File: src/rtl/swx_pkg.sv
package swx_pkg;

    // address-space qualifier codes
    typedef enum logic [1:0] {
        SPC_A16 = 2'b00,
        SPC_A24 = 2'b01,
        SPC_A32 = 2'b10,
        SPC_RSV = 2'b11
    } spc_e;

    // write-port field selector codes
    typedef enum logic [2:0] {
        FLD_BASE  = 3'd0,
        FLD_BOUND = 3'd1,
        FLD_OFFS  = 3'd2,
        FLD_SPACE = 3'd3,
        FLD_CTRL  = 3'd4,
        FLD_CFGB  = 3'd5,
        FLD_NU6   = 3'd6,
        FLD_NU7   = 3'd7
    } fld_e;

    // per-window programming state
    typedef enum logic {
        WS_OPEN   = 1'b0,
        WS_LOCKED = 1'b1
    } win_st_e;

    // registered decode outcome
    typedef enum logic [1:0] {
        RES_MISS = 2'd0,
        RES_WIN  = 2'd1,
        RES_CFG  = 2'd2
    } res_e;

endpackage

File: src/rtl/swx_win_slot.sv
module swx_win_slot
    import swx_pkg::*;
#(
    parameter int ADDR_W    = 32,
    parameter int GRAN_BITS = 16,
    parameter int IDX_W     = 2,
    parameter int SLOT_ID   = 0
) (
    input  logic              clk,
    input  logic              rst_n,
    input  logic              wr_en,
    input  logic [IDX_W-1:0]  wr_win,
    input  logic [2:0]        wr_fld,
    input  logic [ADDR_W-1:0] wr_data,
    input  logic [ADDR_W-1:0] q_addr,
    input  logic [1:0]        q_spc,
    output logic              hit,
    output logic [ADDR_W-1:0] xl_addr
);

    localparam int PAGE_W = ADDR_W - GRAN_BITS;

    win_st_e           st_q, st_d;
    logic [PAGE_W-1:0] base_pg, bound_pg;
    logic [ADDR_W-1:0] offs_q;
    spc_e              spc_q;
    logic              sel;
    fld_e              fld;
    logic [PAGE_W-1:0] q_pg;

    assign sel  = wr_en && (wr_win == IDX_W'(SLOT_ID));
    assign fld  = fld_e'(wr_fld);
    assign q_pg = q_addr[ADDR_W-1:GRAN_BITS];

    // state register
    always_ff @(posedge clk or negedge rst_n) begin
        if (!rst_n) st_q <= WS_OPEN;
        else        st_q <= st_d;
    end

    // next-state: arm / disarm via control field
    always_comb begin
        st_d = st_q;
        if (sel && fld == FLD_CTRL) begin
            unique case (st_q)
                WS_OPEN:   if (wr_data[0])  st_d = WS_LOCKED;
                WS_LOCKED: if (!wr_data[0]) st_d = WS_OPEN;
            endcase
        end
    end

    // attribute fields, writable only while OPEN
    always_ff @(posedge clk or negedge rst_n) begin
        if (!rst_n) begin
            base_pg  <= '0;
            bound_pg <= '0;
            offs_q   <= '0;
            spc_q    <= SPC_RSV;
        end else if (sel && st_q == WS_OPEN) begin
            case (fld)
                FLD_BASE:  base_pg  <= wr_data[ADDR_W-1:GRAN_BITS];
                FLD_BOUND: bound_pg <= wr_data[ADDR_W-1:GRAN_BITS];
                FLD_OFFS:  offs_q   <= wr_data;
                FLD_SPACE: spc_q    <= spc_e'(wr_data[1:0]);
                default:   ;
            endcase
        end
    end

    // hit and translation outputs
    always_comb begin
        hit = (st_q == WS_LOCKED)
           && (spc_q != SPC_RSV)
           && (q_spc == spc_q)
           && (q_pg >= base_pg)
           && (q_pg < bound_pg);
        xl_addr = q_addr + offs_q;
    end

endmodule

File: src/rtl/swx_cfg_dec.sv
module swx_cfg_dec
    import swx_pkg::*;
#(
    parameter int ADDR_W   = 32,
    parameter int CFG_GRAN = 12
) (
    input  logic                       clk,
    input  logic                       rst_n,
    input  logic                       wr_en,
    input  logic [2:0]                 wr_fld,
    input  logic [ADDR_W-1:CFG_GRAN]   wr_page,
    input  logic [ADDR_W-1:0]          q_addr,
    input  logic [1:0]                 q_spc,
    output logic                       cfg_hit,
    output logic [ADDR_W-1:0]          cfg_addr
);

    logic [ADDR_W-1:CFG_GRAN] cfg_pg;

    always_ff @(posedge clk or negedge rst_n) begin
        if (!rst_n)                                     cfg_pg <= '0;
        else if (wr_en && fld_e'(wr_fld) == FLD_CFGB)   cfg_pg <= wr_page;
    end

    always_comb begin
        cfg_hit  = (spc_e'(q_spc) == SPC_A32) && (q_addr[ADDR_W-1:CFG_GRAN] == cfg_pg);
        cfg_addr = {{(ADDR_W-CFG_GRAN){1'b0}}, q_addr[CFG_GRAN-1:0]};
    end

endmodule

File: src/rtl/swx_prio_sel.sv
module swx_prio_sel #(
    parameter int NUM_WIN = 4,
    parameter int IDX_W   = 2,
    parameter int ADDR_W  = 32
) (
    input  logic [NUM_WIN-1:0]             hit_vec,
    input  logic [NUM_WIN-1:0][ADDR_W-1:0] addr_vec,
    output logic                           any_hit,
    output logic [IDX_W-1:0]               sel_idx,
    output logic [ADDR_W-1:0]              sel_addr
);

    // scan from the top down so the lowest index is the last to win
    always_comb begin
        any_hit  = |hit_vec;
        sel_idx  = '0;
        sel_addr = '0;
        for (int i = NUM_WIN - 1; i >= 0; i--) begin
            if (hit_vec[i]) begin
                sel_idx  = IDX_W'(i);
                sel_addr = addr_vec[i];
            end
        end
    end

endmodule

File: src/rtl/slv_win_xlate.sv
module slv_win_xlate
    import swx_pkg::*;
#(
    parameter int ADDR_W     = 32,
    parameter int NUM_WIN    = 4,
    parameter int W0_GRAN    = 12,
    parameter int WN_GRAN    = 16,
    parameter int CFG_GRAN   = 12,
    localparam int IDX_W     = (NUM_WIN > 1) ? $clog2(NUM_WIN) : 1
) (
    input  logic              clk,
    input  logic              rst_n,
    input  logic              wr_en,
    input  logic [IDX_W-1:0]  wr_win,
    input  logic [2:0]        wr_fld,
    input  logic [ADDR_W-1:0] wr_data,
    input  logic              in_vld,
    input  logic [ADDR_W-1:0] in_addr,
    input  logic [1:0]        in_spc,
    output logic              out_vld,
    output logic              out_hit,
    output logic [IDX_W-1:0]  out_win,
    output logic              out_cfg,
    output logic [ADDR_W-1:0] out_addr
);

    logic [NUM_WIN-1:0]             hit_vec;
    logic [NUM_WIN-1:0][ADDR_W-1:0] xl_vec;
    logic                           win_any;
    logic [IDX_W-1:0]               win_idx;
    logic [ADDR_W-1:0]              win_addr;
    logic                           cfg_hit;
    logic [ADDR_W-1:0]              cfg_addr;
    res_e                           res_d;

    for (genvar g = 0; g < NUM_WIN; g++) begin : g_slot
        localparam int GB = (g == 0) ? W0_GRAN : WN_GRAN;
        swx_win_slot #(
            .ADDR_W    (ADDR_W),
            .GRAN_BITS (GB),
            .IDX_W     (IDX_W),
            .SLOT_ID   (g)
        ) slot_i (
            .clk     (clk),
            .rst_n   (rst_n),
            .wr_en   (wr_en),
            .wr_win  (wr_win),
            .wr_fld  (wr_fld),
            .wr_data (wr_data),
            .q_addr  (in_addr),
            .q_spc   (in_spc),
            .hit     (hit_vec[g]),
            .xl_addr (xl_vec[g])
        );
    end

    swx_prio_sel #(
        .NUM_WIN (NUM_WIN),
        .IDX_W   (IDX_W),
        .ADDR_W  (ADDR_W)
    ) prio_i (
        .hit_vec  (hit_vec),
        .addr_vec (xl_vec),
        .any_hit  (win_any),
        .sel_idx  (win_idx),
        .sel_addr (win_addr)
    );

    swx_cfg_dec #(
        .ADDR_W   (ADDR_W),
        .CFG_GRAN (CFG_GRAN)
    ) cfg_i (
        .clk      (clk),
        .rst_n    (rst_n),
        .wr_en    (wr_en),
        .wr_fld   (wr_fld),
        .wr_page  (wr_data[ADDR_W-1:CFG_GRAN]),
        .q_addr   (in_addr),
        .q_spc    (in_spc),
        .cfg_hit  (cfg_hit),
        .cfg_addr (cfg_addr)
    );

    // outcome select: configuration region first, then windows
    always_comb begin
        if (!in_vld)      res_d = RES_MISS;
        else if (cfg_hit) res_d = RES_CFG;
        else if (win_any) res_d = RES_WIN;
        else              res_d = RES_MISS;
    end

    // registered outputs
    always_ff @(posedge clk or negedge rst_n) begin
        if (!rst_n) begin
            out_vld  <= 1'b0;
            out_hit  <= 1'b0;
            out_win  <= '0;
            out_cfg  <= 1'b0;
            out_addr <= '0;
        end else begin
            out_vld <= in_vld;
            unique case (res_d)
                RES_CFG: begin
                    out_hit  <= 1'b0;
                    out_win  <= '0;
                    out_cfg  <= 1'b1;
                    out_addr <= cfg_addr;
                end
                RES_WIN: begin
                    out_hit  <= 1'b1;
                    out_win  <= win_idx;
                    out_cfg  <= 1'b0;
                    out_addr <= win_addr;
                end
                default: begin
                    out_hit  <= 1'b0;
                    out_win  <= '0;
                    out_cfg  <= 1'b0;
                    out_addr <= '0;
                end
            endcase
        end
    end

endmodule

File: config.mk
export PLATFORM = sky130hd
export DESIGN_NAME = slv_win_xlate
export DESIGN_NICKNAME = d
export VERILOG_FILES = /design/src/rtl/swx_pkg.sv /design/src/rtl/swx_win_slot.sv /design/src/rtl/swx_cfg_dec.sv /design/src/rtl/swx_prio_sel.sv /design/src/rtl/slv_win_xlate.sv
export SDC_FILE = /design/constraint.sdc
export NUM_CORES = 1
export LEC_CHECK = 0
export ABC_CLOCK_PERIOD_IN_PS = 3700
export CAP_MARGIN = 5
export CORE_MARGIN = 2
export CORE_UTILIZATION = 41
export DETAILED_ROUTE_END_ITERATION = 10
export DONT_BUFFER_PORTS = 1
export GPL_ROUTABILITY_DRIVEN = 0
export MAX_ROUTING_LAYER = met4
export PLACE_DENSITY_LB_ADDON = 0.3
export SETUP_SLACK_MARGIN = 0.4
export SYNTH_ARGS = -nofsm -noshare
export SYNTH_HDL_FRONTEND = slang
export SYNTH_SLANG_ARGS = --single-unit
File: constraint.sdc
create_clock -name clk -period 3.7 [get_ports clk]
set_clock_uncertainty 0.15 [all_clocks]
set_input_delay 0.37 -clock clk [delete_from_list [all_inputs] [get_ports clk]]
set_output_delay 0.37 -clock clk [all_outputs]
set_load 0.01 [all_outputs]
## After elaboration in Yosys (flattened, before gate mapping)

Index checks and enable logic that the tools add are counted.

| storage, ports and cells | value |
|---|---|
| flip-flop bits (word level) | 333 |
| input port bits | 75 |
| output and inout port bits | 37 |
| logic and storage cells | 127 |

| cells by class | value |
|---|---|
| add/sub/neg operators | 4 |
| order comparisons | 8 |
| equal/unequal tests | 20 |
| mux-type cells | 16 |
| bitwise gates (word level) | 4 |
| reductions and logical operators | 49 |

Operator list:

| operator | number |
|---|---|
| $add 32x32->32 | 4 |
| $mux 32 | 4 |
| $pmux 32 s2 | 1 |
| $ge 16x16->1 | 3 |
| $lt 16x16->1 | 3 |
| $reduce_and 2->1 | 16 |
| $logic_and 1x1->1 | 30 |
| $eq 20x20->1 | 1 |
| $ge 20x20->1 | 1 |
| $lt 20x20->1 | 1 |
| $mux 2 | 7 |
| $eq 2x2->1 | 4 |
| $eq 2x2->1 const B | 4 |
| $ne 2x2->1 const B | 4 |
| $eq 3x2->1 const B | 2 |
| $eq 3x3->1 const B | 2 |
| $eq 2x1->1 const B | 2 |
| $mux 1 | 4 |
| $not 1->1 | 4 |
| $reduce_or 4->1 | 1 |
| $eq 3x1->1 const B | 1 |
| $logic_not 3->1 | 1 |
| $logic_not 2->1 | 1 |

## Logic depth before layout (Yosys ltp)

| logic depth | value |
|---|---|
| depth in word-level cells | 11 |
| mapped depth | 17 |

## Cells and area by module

From an unflattened synthesis, not the netlist that was laid out.

| unflattened totals | value |
|---|---|
| cell total of the unflattened synthesis | 2315 |
| area total of the unflattened synthesis | 23902.9 sq um |

By module, submodules not included:

| module | times used | cells an instance | area an instance (sq um) | sequential area each (sq um) |
|---|---|---|---|---|
| swx_win_slot at g_slot[0].slot_i | 1 | 533 | 5447.7 | 1879.3 |
| swx_win_slot at g_slot[2].slot_i | 1 | 489 | 4953.5 | 1679.1 |
| swx_win_slot at g_slot[1].slot_i | 1 | 490 | 4951.0 | 1679.1 |
| swx_win_slot at g_slot[3].slot_i | 1 | 489 | 4927.2 | 1679.1 |
| slv_win_xlate | 1 | 88 | 1342.5 | 925.9 |
| swx_cfg_dec | 1 | 103 | 1216.2 | 500.5 |
| swx_prio_sel | 1 | 123 | 1064.8 | 0.0 |

## Least setup slack after synthesis

Ideal clock, no wire load.

| timing | value |
|---|---|
| path kind | input-to-reg |
| start point | input in_addr[16] |
| end point | register out_addr[10] |
| data arrival time | 3570 ps |
| required time | 3484 ps |
| setup slack | -86 ps |
| stages | 16 |
| path buffers | 1 |
| cell sequence | inv_1 > ha_1 > nand2b_1 > a21oi_1 > o21ai_1 > a221o_1 > a211o_1 > and4_1 > or2_2 > o311a_1 > ha_1 > nor2b_1 > nand2b_1 > clkbuf_1 > a211oi_1 > a221o_1 |

| between the ends | value |
|---|---|
| cells in the longest elaborated chain, start to end | 9 |
| elaborated cells on any way between the ends | 29 |
| those cells by class | 8 x order compare; 3 x eq/ne; 8 x mux; 10 x reduce/logical |

Ends and longest elaborated chain:

| element | line | text |
|---|---|---|
| start, declared | slv_win_xlate.sv:18 | `input logic [ADDR_W-1:0] in_addr,` |
| $ge 20x20->1 or $ge 16x16->1 (tied branches) | swx_win_slot.sv:75 | `&& (q_pg >= base_pg)` |
| $logic_and 1x1->1 | swx_win_slot.sv:75 |  |
| $logic_and 1x1->1 | swx_win_slot.sv:76 | `&& (q_pg < bound_pg);` |
| $reduce_or 4->1 | swx_prio_sel.sv:15 | `any_hit = \|hit_vec;` |
| $mux 1 | slv_win_xlate.sv:88 | `else if (win_any) res_d = RES_WIN;` |
| $mux 2 | slv_win_xlate.sv:87 | `else if (cfg_hit) res_d = RES_CFG;` |
| $mux 2 | slv_win_xlate.sv:86 | `if (!in_vld) res_d = RES_MISS;` |
| $eq 2x1->1 or $eq 2x2->1 (tied branches) | slv_win_xlate.sv:102 | `unique case (res_d)` |
| $pmux 32 s2 (*) | slv_win_xlate.sv:102 |  |
| end signal, assigned | slv_win_xlate.sv:107 | `out_addr <= cfg_addr;` |
| end signal, assigned | slv_win_xlate.sv:113 | `out_addr <= win_addr;` |
| end, declared | slv_win_xlate.sv:24 | `output logic [ADDR_W-1:0] out_addr` |

Mark *: on every way between the ends. The rest lies on a longest branch, timed or not.
A chain may end at the register's enable or synchronous reset.

## Worst setup path after layout

| timing | value |
|---|---|
| start point | register g_slot[3].slot_i.base_pg[0] |
| end point | register out_addr[2] |

| between the ends | value |
|---|---|
| cells in the longest elaborated chain, start to end | 9 |
| elaborated cells on any way between the ends | 14 |
| those cells by class | 1 x order compare; 2 x eq/ne; 8 x mux; 3 x reduce/logical |

Ends and longest elaborated chain:

| element | line | text |
|---|---|---|
| start, declared | swx_win_slot.sv:24 | `logic [PAGE_W-1:0] base_pg, bound_pg;` |
| start signal, assigned | swx_win_slot.sv:61 | `FLD_BASE: base_pg <= wr_data[ADDR_W-1:GRAN_BITS];` |
| $ge 16x16->1 (*) | swx_win_slot.sv:75 |  |
| $logic_and 1x1->1 (*) | swx_win_slot.sv:75 |  |
| $logic_and 1x1->1 (*) | swx_win_slot.sv:76 |  |
| $reduce_or 4->1 | swx_prio_sel.sv:15 |  |
| $mux 1 | slv_win_xlate.sv:88 |  |
| $mux 2 | slv_win_xlate.sv:87 |  |
| $mux 2 | slv_win_xlate.sv:86 |  |
| $eq 2x1->1 or $eq 2x2->1 (tied branches) | slv_win_xlate.sv:102 |  |
| $pmux 32 s2 (*) | slv_win_xlate.sv:102 |  |

Marks and branches as above.

==> results.sh <==
export IMPL_outcome="finished with violations"
export IMPL_failed_checks="hold timing"
export IMPL_worstPathArrival_ps=3820
export IMPL_tritoncts_clock_tree="built"
export IMPL_cellPowerDensity_nw_per_um2=512.2
export IMPL_ys_warn_count=0
export IMPL_io_pin_count=112
export IMPL_fmaxAchievable_mhz=282.2
export IMPL_area_fraction_in_compound_gates_after_synthesis_pct=16.52
export IMPL_irDropWorstVdd_mv=0.3792
export IMPL_area_delta_synth_final_pct=18.49
export IMPL_grt_setup_unrepaired="true"
export IMPL_vias=17770
export IMPL_finish_net_count=2661
export IMPL_io_buffers=0
export IMPL_coreArea_um2=54030
export IMPL_grt_first_pass_wirelength_um=104200
export IMPL_total_power_uw=13670
export IMPL_dp_final_hpwl_um=47870
export IMPL_cts_htree_levels=2
export IMPL_tritoncts_num_buffers=40
export IMPL_postLayoutSetupSlackWorst_ps=157.0
export IMPL_numClockSinks=333
export IMPL_worstSetupEndpointType="flip-flop"
export IMPL_synthesis_nets=2538
export IMPL_timing_worst_setup_path_type="reg -> reg"
export IMPL_fp_dieArea_um2=56830
export IMPL_proportion_of_synthesized_chip_area_in_sequential_cells_pct=37.04
export IMPL_clock_tree_buffer_depth=3
export IMPL_synthSimpleGateAreaFrac_pct=9.077
export IMPL_globalRouteOverflowTotal=0
export IMPL_final_antenna_net_count=0
export IMPL_final_util_pct=49.40
export IMPL_min_period_ps=3543
export IMPL_cts_root_buf="clkbuf_16"
export IMPL_initial_core_util_pct=41.69
export IMPL_route_final_wire_length_um=66820
export IMPL_drc_markers=0
export IMPL_place_worst_setup_slack_ps=-261.6
export IMPL_wire_per_inst_um=21.89
export IMPL_postSynthRegisterBits=333
export IMPL_die_height_um=238.4
export IMPL_hold_worst_slack_ps=-650.2
export IMPL_r2r_slack_ps=160
export IMPL_drt_vias_per_instance=5.820
export IMPL_grt_pass1_vias=18300
export IMPL_netlist_area_pre_place_um2=22520
export IMPL_fin_cells=3053
export IMPL_max_slew_worst_pin_slew_ps=1064
export IMPL_syn_area_per_cell_um2=10.23
export IMPL_holdCritPathClass="in -> async"
export IMPL_synth_cell_types=81
export IMPL_final_hold_viol_count=333
export IMPL_period_share_pct=95.76
export IMPL_totalNegativeSetupSlack_ps=0
export IMPL_synth_mux_area_fraction_pct=13.53
export IMPL_std_cell_rows=85
export IMPL_clkTransAtPathRegs_ps=60
export IMPL_post_synth_inst_count=2201
export IMPL_synth_flop_cell="dfrtp_1"
export IMPL_startpoint_type="flip-flop"
export IMPL_leakagePower_uw=0.01251
export IMPL_post_synth_xor_area_fraction_pct=5.172
export IMPL_placed_cells=2908
export IMPL_grt_max_degree=334
export IMPL_dr_pass1_iters=5
export IMPL_insertion_delay_ps=580
export IMPL_final_setup_viol_count=0
export IMPL_antenna_found_initial=6
export IMPL_fp_dieW_um=238.4
export IMPL_synth_top_family_by_area="compound AO/OA/AOI/OAI gates"
export IMPL_max_cap_violations=0
export IMPL_slew_limit_headroom_pct=28.86
export IMPL_yosys_area_share_adder_pct=14.69
export IMPL_detail_route_iter0_violations=1177
export IMPL_global_route_usage_total_pct=24.27
export IMPL_r2r_cells=13
export IMPL_final_max_slew_viol_count=0
export IMPL_async_reset_ff_share_pct=100.0
export IMPL_post_route_cells_drive_above_1_share_pct=24.69
export IMPL_worst_ep_required_ps=3980
export IMPL_cts_hold_buffers=48
export IMPL_synth_edf_count=0
export IMPL_maximum_fanout_encountered_on_the_critical_timing_path=5
[registers in the layout, summed over array words and instances, names as in the netlist, 2 cells and up]
register,flops
out_win,2
out_addr,32
cfg_i.cfg_pg,20
g_slot.slot_i.base_pg,68
g_slot.slot_i.spc_q,8
g_slot.slot_i.bound_pg,68
g_slot.slot_i.offs_q,128
g_slot.slot_i.st_q,4
[cells in the mapped netlist, types with 21 or more instances]
| cell type | number | area, um2 |
|---|---|---|
| xnor2_1 | 75 | 656.9 |
| o21ai_1 | 26 | 130.1 |
| a21oi_1 | 134 | 670.6 |
| a211oi_1 | 24 | 180.2 |
| nand2_1 | 115 | 431.7 |
| xor2_1 | 58 | 508.0 |
| inv_1 | 161 | 604.3 |
| o21bai_1 | 23 | 172.7 |
| nand4_1 | 32 | 200.2 |
| clkbuf_1 | 60 | 225.2 |
| nand3_1 | 28 | 140.1 |
| nor2_1 | 76 | 285.3 |
| a21o_1 | 101 | 758.2 |
| o21ai_0 | 89 | 445.4 |
| o21a_1 | 21 | 157.7 |
| mux2_2 | 267 | 3007 |
| dfrtp_1 | 325 | 8133 |
| nor3_1 | 28 | 140.1 |
| ha_1 | 258 | 3228 |
| nand2b_1 | 28 | 175.2 |
[per-stage QoR]
stage,instance area (um2),hold WS [ps]
finish,26690,-650.2
global route,26690,-655.3
detailed placement,23940,-59.62
global placement,23940,-63.26
CTS,26420,-669.4
floorplan,22660,-75.59
[what timing repair did]
action	CTS	global route
pin swaps	46	25
gates cloned	1	0
buffers inserted	15	6
gates resized for setup	111	40
endpoints found under the hold margin	643	333
setup endpoints to repair	34	33
[routing by layer]
metal,track usage [%],vias to the layer above,part of all wire (%)
met3,3.216,124,4.7
met2,41.19,479,49
met4,7.311,0,2.8
met1,30.16,8885,43
li1,-,8281,-
met5,-,-,0
[layout make-up]
| class | count | area (um2) |
|---|---|---|
| inverters | 161 | 606.8 |
| fillers | 4855 | 27340 |
| well taps | 696 | 870.8 |
| clock inverters | 6 | 120.1 |
| diodes | 4 | 10.01 |
| clock buffers | 65 | 1165 |
| flip-flops and latches | 333 | 8343 |
| multi-input cells | 1632 | 14190 |
| repair buffers | 156 | 1385 |
[power by group]
| group | leakage (uW) | internal, uW | switching (uW) |
|---|---|---|---|
| Sequential | 0.00422 | 4310 | 368 |
| Combinational | 0.00767 | 2420 | 2650 |
| Clock | 0.000622 | 2300 | 1620 |
[worst max-delay path: stages (launching register included)]
cell	delay (ps)
dfrtp_1	410
ha_4	240
nand2b_4	130
a21oi_2	130
o21ai_2	70
a221o_1	340
a211o_1	270
and4_4	170
or2_4	240
o311a_4	340
ha_4	300
nor2b_4	50
and2_4	210
a221o_1	340
[kinds of logic (layout without fill, tap and decap cells)]
family,Yosys count,count (layout)
buf+inv,237,388
simple gates,403,404
xor+xnor,133,133
compound gates,562,562
flops,333,333
other cells,0,4
mux,271,271
fa+ha+maj,262,262
[path summary, 6_finish.rpt]
path                                                     startpoint                                       end
max                         g_slot[3].slot_i.base_pg[0]$_DFFE_PN0P_                     out_addr[2]$_DFF_PN0_
max reg2reg                 g_slot[3].slot_i.base_pg[0]$_DFFE_PN0P_                     out_addr[2]$_DFF_PN0_
min reg2reg                g_slot[3].slot_i.bound_pg[0]$_DFFE_PN0P_  g_slot[3].slot_i.bound_pg[0]$_DFFE_PN0P_
max in group asynchronous                                     rst_n                    out_addr[27]$_DFF_PN0_
min                                                           rst_n   g_slot[0].slot_i.offs_q[10]$_DFFE_PN0P_
min in group clk                                          wr_fld[2]         g_slot[1].slot_i.st_q$_DFFE_PN0P_
[layout by cell type, fill, tap and decap left out, drive strengths merged, types with 14 or more instances in the layout]
master,n
o21bai,23
nand2,116
a21oi,135
nor3,28
dlygate4sd3,48
xor2,58
inv,162
clkbuf,65
nand3,28
nand2b,28
a211oi,24
a21o,101
nor2,76
a22oi,14
o21ai,117
nor2b,21
xnor2,75
a31oi,18
a221oi,21
buf,108
ha,258
dfrtp,325
mux2,268
o21a,21
nand4,32
No activity file was read; power rests on OpenSTA's default activity.
